==> config.mk <==
export PLATFORM = sky130hd
export DESIGN_NAME = pg_phase_seq
export DESIGN_NICKNAME = d
export VERILOG_FILES = /design/src/rtl/pgs_pkg.sv /design/src/rtl/pgs_sync.sv /design/src/rtl/pgs_blank_timer.sv /design/src/rtl/pgs_drive_dec.sv /design/src/rtl/pg_phase_seq.sv
export SDC_FILE = /design/constraint.sdc
export NUM_CORES = 1
export LEC_CHECK = 0
export ABC_CLOCK_PERIOD_IN_PS = 4200
export BUFFER_PORTS_ARGS = -buffer_cell sky130_fd_sc_hd__buf_2
export CORE_ASPECT_RATIO = 0.8
export CORE_MARGIN = 4
export CORE_UTILIZATION = 43
export DETAILED_ROUTE_END_ITERATION = 8
export GPL_ROUTABILITY_DRIVEN = 0
export PLACE_DENSITY = 0.63
export RECOVER_POWER = 25
export SETUP_SLACK_MARGIN = 0.5
export SLEW_MARGIN = 20
export SYNTH_ARGS = -nofsm -noshare
export SYNTH_HDL_FRONTEND = slang
export SYNTH_HIERARCHICAL = 1
export SYNTH_SLANG_ARGS = --single-unit
==> constraint.sdc <==
create_clock -name clk -period 4.2 [get_ports clk]
set_clock_uncertainty 0.15 [all_clocks]
set_input_delay 0.21 -clock clk [delete_from_list [all_inputs] [get_ports clk]]
set_output_delay 0.21 -clock clk [all_outputs]
set_load 0.01 [all_outputs]
==> src/rtl/pgs_pkg.sv <==
package pgs_pkg;

    typedef enum logic [2:0] {
        IDLE_PWM   = 3'd0,
        TRANSITION = 3'd1,
        BLANK_WAIT = 3'd2,
        DEEP_SLEEP = 3'd3,
        FAST_EXIT  = 3'd4,
        STD_EXIT   = 3'd5
    } seq_state_e;

    typedef struct packed {
        logic ph2_on;
        logic ph3_on;
        logic ph3_float;
        logic skip;
        logic fast_req;
    } drive_t;

    // States where the settling timer may count down
    function automatic logic is_settle_state(seq_state_e s);
        return (s == BLANK_WAIT) || (s == DEEP_SLEEP);
    endfunction

    // States where the controller runs reduced-phase, pulse-skipping
    function automatic logic is_light_state(seq_state_e s);
        return (s == DEEP_SLEEP) || (s == FAST_EXIT);
    endfunction

endpackage

==> src/rtl/pgs_sync.sv <==
module pgs_sync #(
    parameter int STAGES = 2
) (
    input  logic clk,
    input  logic rst,
    input  logic din,
    output logic dout
);
    logic [STAGES-1:0] chain;

    generate
        for (genvar i = 0; i < STAGES; i++) begin : g_stage
            if (i == 0) begin : g_first
                always_ff @(posedge clk) begin
                    if (rst) chain[0] <= 1'b0;
                    else     chain[0] <= din;
                end
            end else begin : g_next
                always_ff @(posedge clk) begin
                    if (rst) chain[i] <= 1'b0;
                    else     chain[i] <= chain[i-1];
                end
            end
        end
    endgenerate

    assign dout = chain[STAGES-1];
endmodule

==> src/rtl/pgs_blank_timer.sv <==
module pgs_blank_timer #(
    parameter int COUNT = 20
) (
    input  logic clk,
    input  logic rst,
    input  logic reload,
    input  logic tick,
    output logic fire
);
    localparam int W = $clog2(COUNT + 1);

    logic [W-1:0] cnt;

    always_ff @(posedge clk) begin
        if (rst || reload)               cnt <= W'(COUNT);
        else if (tick && cnt != '0)      cnt <= cnt - W'(1);
    end

    assign fire = tick && !reload && (cnt == W'(1));
endmodule

==> src/rtl/pgs_drive_dec.sv <==
module pgs_drive_dec
    import pgs_pkg::*;
(
    input  seq_state_e state,
    output drive_t     drv
);
    always_comb begin
        drv = '0;
        if (is_light_state(state)) begin
            drv.ph2_on    = 1'b0;
            drv.ph3_on    = 1'b0;
            drv.ph3_float = 1'b1;
            drv.skip      = 1'b1;
        end else begin
            drv.ph2_on    = 1'b1;
            drv.ph3_on    = 1'b1;
            drv.ph3_float = 1'b0;
            drv.skip      = 1'b0;
        end
        drv.fast_req = (state == FAST_EXIT);
    end
endmodule

==> src/rtl/pg_phase_seq.sv <==
module pg_phase_seq
    import pgs_pkg::*;
#(
    parameter int BLANK_US    = 20,
    parameter int SYNC_STAGES = 2
) (
    input  logic clk,
    input  logic rst,
    input  logic sleep_req,
    input  logic slew_busy,
    input  logic at_target,
    input  logic out_above,
    input  logic us_tick,
    output logic ph2_en,
    output logic ph3_en,
    output logic ph3_hiz,
    output logic skip_mode,
    output logic slew_fast,
    output logic pg_lo_en,
    output logic pg_hi_en,
    output logic ck_lo_en,
    output logic ck_hi_en
);
    seq_state_e state, state_nx;
    drive_t     drv;
    logic       sleep_s;
    logic       settled;
    logic       reload;
    logic       fire;
    logic       lo_q, hi_q;

    pgs_sync #(.STAGES(SYNC_STAGES)) u_sync (
        .clk (clk),
        .rst (rst),
        .din (sleep_req),
        .dout(sleep_s)
    );

    assign settled = at_target && !slew_busy;

    // Timer restarts whenever the block is not in a settling state,
    // the target is not settled, or the state is about to be left.
    assign reload = !is_settle_state(state) || !settled
                  || ((state == BLANK_WAIT) && sleep_s)
                  || ((state == DEEP_SLEEP) && !sleep_s);

    pgs_blank_timer #(.COUNT(BLANK_US)) u_timer (
        .clk   (clk),
        .rst   (rst),
        .reload(reload),
        .tick  (us_tick),
        .fire  (fire)
    );

    always_comb begin
        state_nx = state;
        unique case (state)
            IDLE_PWM: begin
                if (sleep_s)        state_nx = DEEP_SLEEP;
                else if (slew_busy) state_nx = TRANSITION;
            end
            TRANSITION: begin
                if (sleep_s)        state_nx = DEEP_SLEEP;
                else if (settled)   state_nx = BLANK_WAIT;
            end
            BLANK_WAIT: begin
                if (sleep_s)        state_nx = DEEP_SLEEP;
                else if (slew_busy) state_nx = TRANSITION;
                else if (fire)      state_nx = IDLE_PWM;
            end
            DEEP_SLEEP: begin
                if (!sleep_s)       state_nx = out_above ? FAST_EXIT : STD_EXIT;
            end
            FAST_EXIT: begin
                if (sleep_s)        state_nx = DEEP_SLEEP;
                else if (!out_above) state_nx = BLANK_WAIT;
            end
            STD_EXIT: begin
                if (sleep_s)        state_nx = DEEP_SLEEP;
                else if (settled)   state_nx = BLANK_WAIT;
            end
            default:                state_nx = IDLE_PWM;
        endcase
    end

    always_ff @(posedge clk) begin
        if (rst) state <= IDLE_PWM;
        else     state <= state_nx;
    end

    pgs_drive_dec u_dec (
        .state(state),
        .drv  (drv)
    );

    // Threshold enables: window expiry opens lower, and upper only
    // in forced-PWM; any restart of the window blanks both.
    always_ff @(posedge clk) begin
        if (rst) begin
            lo_q <= 1'b0;
            hi_q <= 1'b0;
        end else if (fire) begin
            lo_q <= 1'b1;
            hi_q <= !drv.skip;
        end else if (reload && (state_nx != IDLE_PWM)) begin
            lo_q <= 1'b0;
            hi_q <= 1'b0;
        end
    end

    assign ph2_en    = drv.ph2_on;
    assign ph3_en    = drv.ph3_on;
    assign ph3_hiz   = drv.ph3_float;
    assign skip_mode = drv.skip;
    assign slew_fast = drv.fast_req;
    assign pg_lo_en  = lo_q;
    assign pg_hi_en  = hi_q;
    assign ck_lo_en  = lo_q;
    assign ck_hi_en  = hi_q;
endmodule

==> impl_metrics.yaml <==
critical_path:
  crit_required_ps: 4250
  path_cells: "xnor2_1 > nand4_1 > nand4bb_1 > nor3_1 > o41ai_1 > nand3b_2 > o221ai_2"
  slowest_stage: "dfxtp_1"
  path_class: "register to register"
  arrival_ps: 2590
  crit_family: "simple AND/OR/NAND/NOR gates"
  max_stage_delay_ps: 580
  cp-end-kind: "register"
  crit_buf_inv: 0
  setup.worst_path.start_class: "register"
  crit_fanout: 10
floorplanning:
  die_height_um: 46.9
  initial_utilization_pct: 47.7
  rows: 13
  core_area_mm2: 0.00171
  dieArea_mm2: 0.00266
  num_io_pins: 16
  fp.dieW_um: 56.7
power_and_ir_drop:
  powerDensity_mw_per_mm2: 269
  fin_total_pwr_uw: 248
  vdd_drop_max_mv: 0.220
  power_leakage_uw: 0.000340
global_route:
  grt_pass1_vias: 591
  grt_max_degree: 12
  grt.met3_usage_pct: 4.12
  antenna_found_initial: 0
  grt_util_met1_pct: 20.0
  track_usage_pct: 13.6
  grt_pass1_wl_um: 2830
  busiest_layer: "met2"
  grt.overflow.total: 0
  use_met2_pct: 20.0
timing:
  max_freq_mhz: 394
  hold_viol_final: 0
  setup_viol: 0
  fin_crit_sh_pct: 60.5
  tns_ps: 0
  tightest_slew_ps: 539
  maxSlewHeadroom_pct: 63.6
  rsz0062_at_grt: "no"
  min_period_ps: 2540
  drv_slew: 0
route:
  ant_nets: 0
  drt-total-wl_um: 1600
  avgViaCountPerCell: 5.38
  post_drt_wl_per_cell_um: 12.7
  post-route-drc-count: 0
  drt-pass1-iter-count: 4
  vias: 678
  drtIter0Drc: 11
yosys:
  yosysWarningCount: 6
  ys_ff_latch: 12
  synth.distinct_cells: 37
  yosys.area.top_type_share_pct: 29.5
  synth_largest_area_cell: "dfxtp_1"
  syn_nets: 99
  avgSynthCellArea_um2: 9.15
  syn_inst: 89
  synthTopCellsByArea: "dfxtp_1 29%, buf_4 4.6%, ha_1 4.6%, nand2_1 4.6%, nor2b_1 3.8%"
  syn_area_um2: 815
  ys_seq_area_share_pct: 29.5
clock_tree:
  post_cts_buffers: 0
  cts_tree: "yes"
  cts_htree_levels: 1
  clk_latency_ps: 270
  clk_pin_slew_ps: 80
  cts_resized: 0
  cts_buffers: 3
  cts_hold_buffers: 1
  cts.path.max_buffers: 2
  cts_sinks: 12
  cts-root-buf: "clkbuf_4"
finish:
  area_growth_pct: 13.2
  final_nets: 115
  regArea_um2: 240
  fin_util_pct: 54.0
  fillCellCount: 169
  drive_above_1_share_pct: 27.9
  multiInputGateArea_um2: 514
  antenna_cells: 0
min_path:
  holdCritPathClass: "primary input to register"
place:
  portBuffers: 15
  dpl.hpwl_um: 1220
job:
  cap_violations: 0
outcome:
  outcome: "finished clean"
==> flip-flops by register name, indices dropped and copies added (netlist names) <==
signal and cells:
ck_hi_en 1, ck_lo_en 1, state 3, u_sync/chain 1, u_sync/dout 1, u_timer/cnt 5
==> power by group <==
part / switching [uW] / internal (uW) / total, uW
Sequential: 6.63 / 117 / 123
Clock: 38.9 / 52.6 / 91.6
Combinational: 17.6 / 15.8 / 33.4
Total: 63.2 / 185 / 248
==> per-layer routing <==
metal / part of all wire [%] / vias to the layer above
met1: 52 / 310
met2: 41 / 21
met5: 0 / -
met4: 0 / 0
li1: - / 347
met3: 7.1 / 0
==> path summary, 6_finish.rpt <==
check        depth (start not counted)        endpoint  slack, ps       startpoint
max                                  7        ck_lo_en       1660         state[0]
min                                  2  u_timer/cnt[1]        100              rst
max reg2reg                          7        ck_lo_en       1660         state[0]
min reg2reg                          1     u_sync/dout        300  u_sync/chain[0]
==> layout by cell type, fill, tap and decap left out, types with 3 or more instances in the layout <==
cell / netlist / final
inv_1: 6 / 6
clkbuf_4: 0 / 3
ha_1: 3 / 3
nand2_1: 10 / 10
nor2_1: 7 / 7
nand2b_1: 3 / 3
clkbuf_1: 0 / 3
buf_2: 0 / 12
nand3_1: 3 / 3
nor2b_1: 5 / 5
dfxtp_1: 12 / 12
==> layout make-up <==
class / count / share of cell area, %
Tap cell: 22 / 2.99
Sequential cell: 12 / 26.1
Inverter: 6 / 2.44
Clock buffer: 4 / 3.93
Multi-Input combinational cell: 66 / 55.8
Timing Repair Buffer: 16 / 8.82
==> Yosys cell counts, drive strengths merged <==
cell type   n
dfxtp      12
nand2      10
nor2        7
inv         6
nor2b       6
buf         5
nand2b      5
ha          3
nand3       3
o21ai       3
a2111oi     2
a21oi       2
a32oi       2
nand4       2
nand4bb     2
o211ai      2
o21bai      2
o41ai       2
a21o        1
and3        1
mux2i       1
nand3b      1
nor3        1
nor3b       1
nor4b       1
o21ba       1
o221ai      1
or3         1
or3b        1
or4b        1
xnor2       1
==> worst reg2reg max path, cell delays in order, from the launching register on <==
cell	delay, ps
dfxtp_1	580
xnor2_1	170
nand4_1	320
nand4bb_1	320
nor3_1	360
o41ai_1	180
nand3b_2	260
o221ai_2	140
==> kinds of logic after synthesis <==
kind of cell | count (synthesis) | synth area share (%)
mux | 1 | 1.23
compound gates | 18 | 21.2
buf+inv | 11 | 7.37
xor+xnor | 1 | 1.08
flops | 12 | 29.5
simple gates | 43 | 35.0
fa+ha+maj | 3 | 4.61
==> through the flow <==
stage / hold slack [ps] / std cells / worst slack [ps] / area [um2]
global route: 111 / 126 / 1340 / 922
finish: 99.0 / 126 / 1660 / 922
detailed placement: 283 / 121 / 1690 / 880
CTS: 92.1 / 126 / 1680 / 926
global placement: 276 / 121 / 1770 / 880
floorplan: 124 / 89 / 2030 / 815
(Power assumes the default switching activity.)
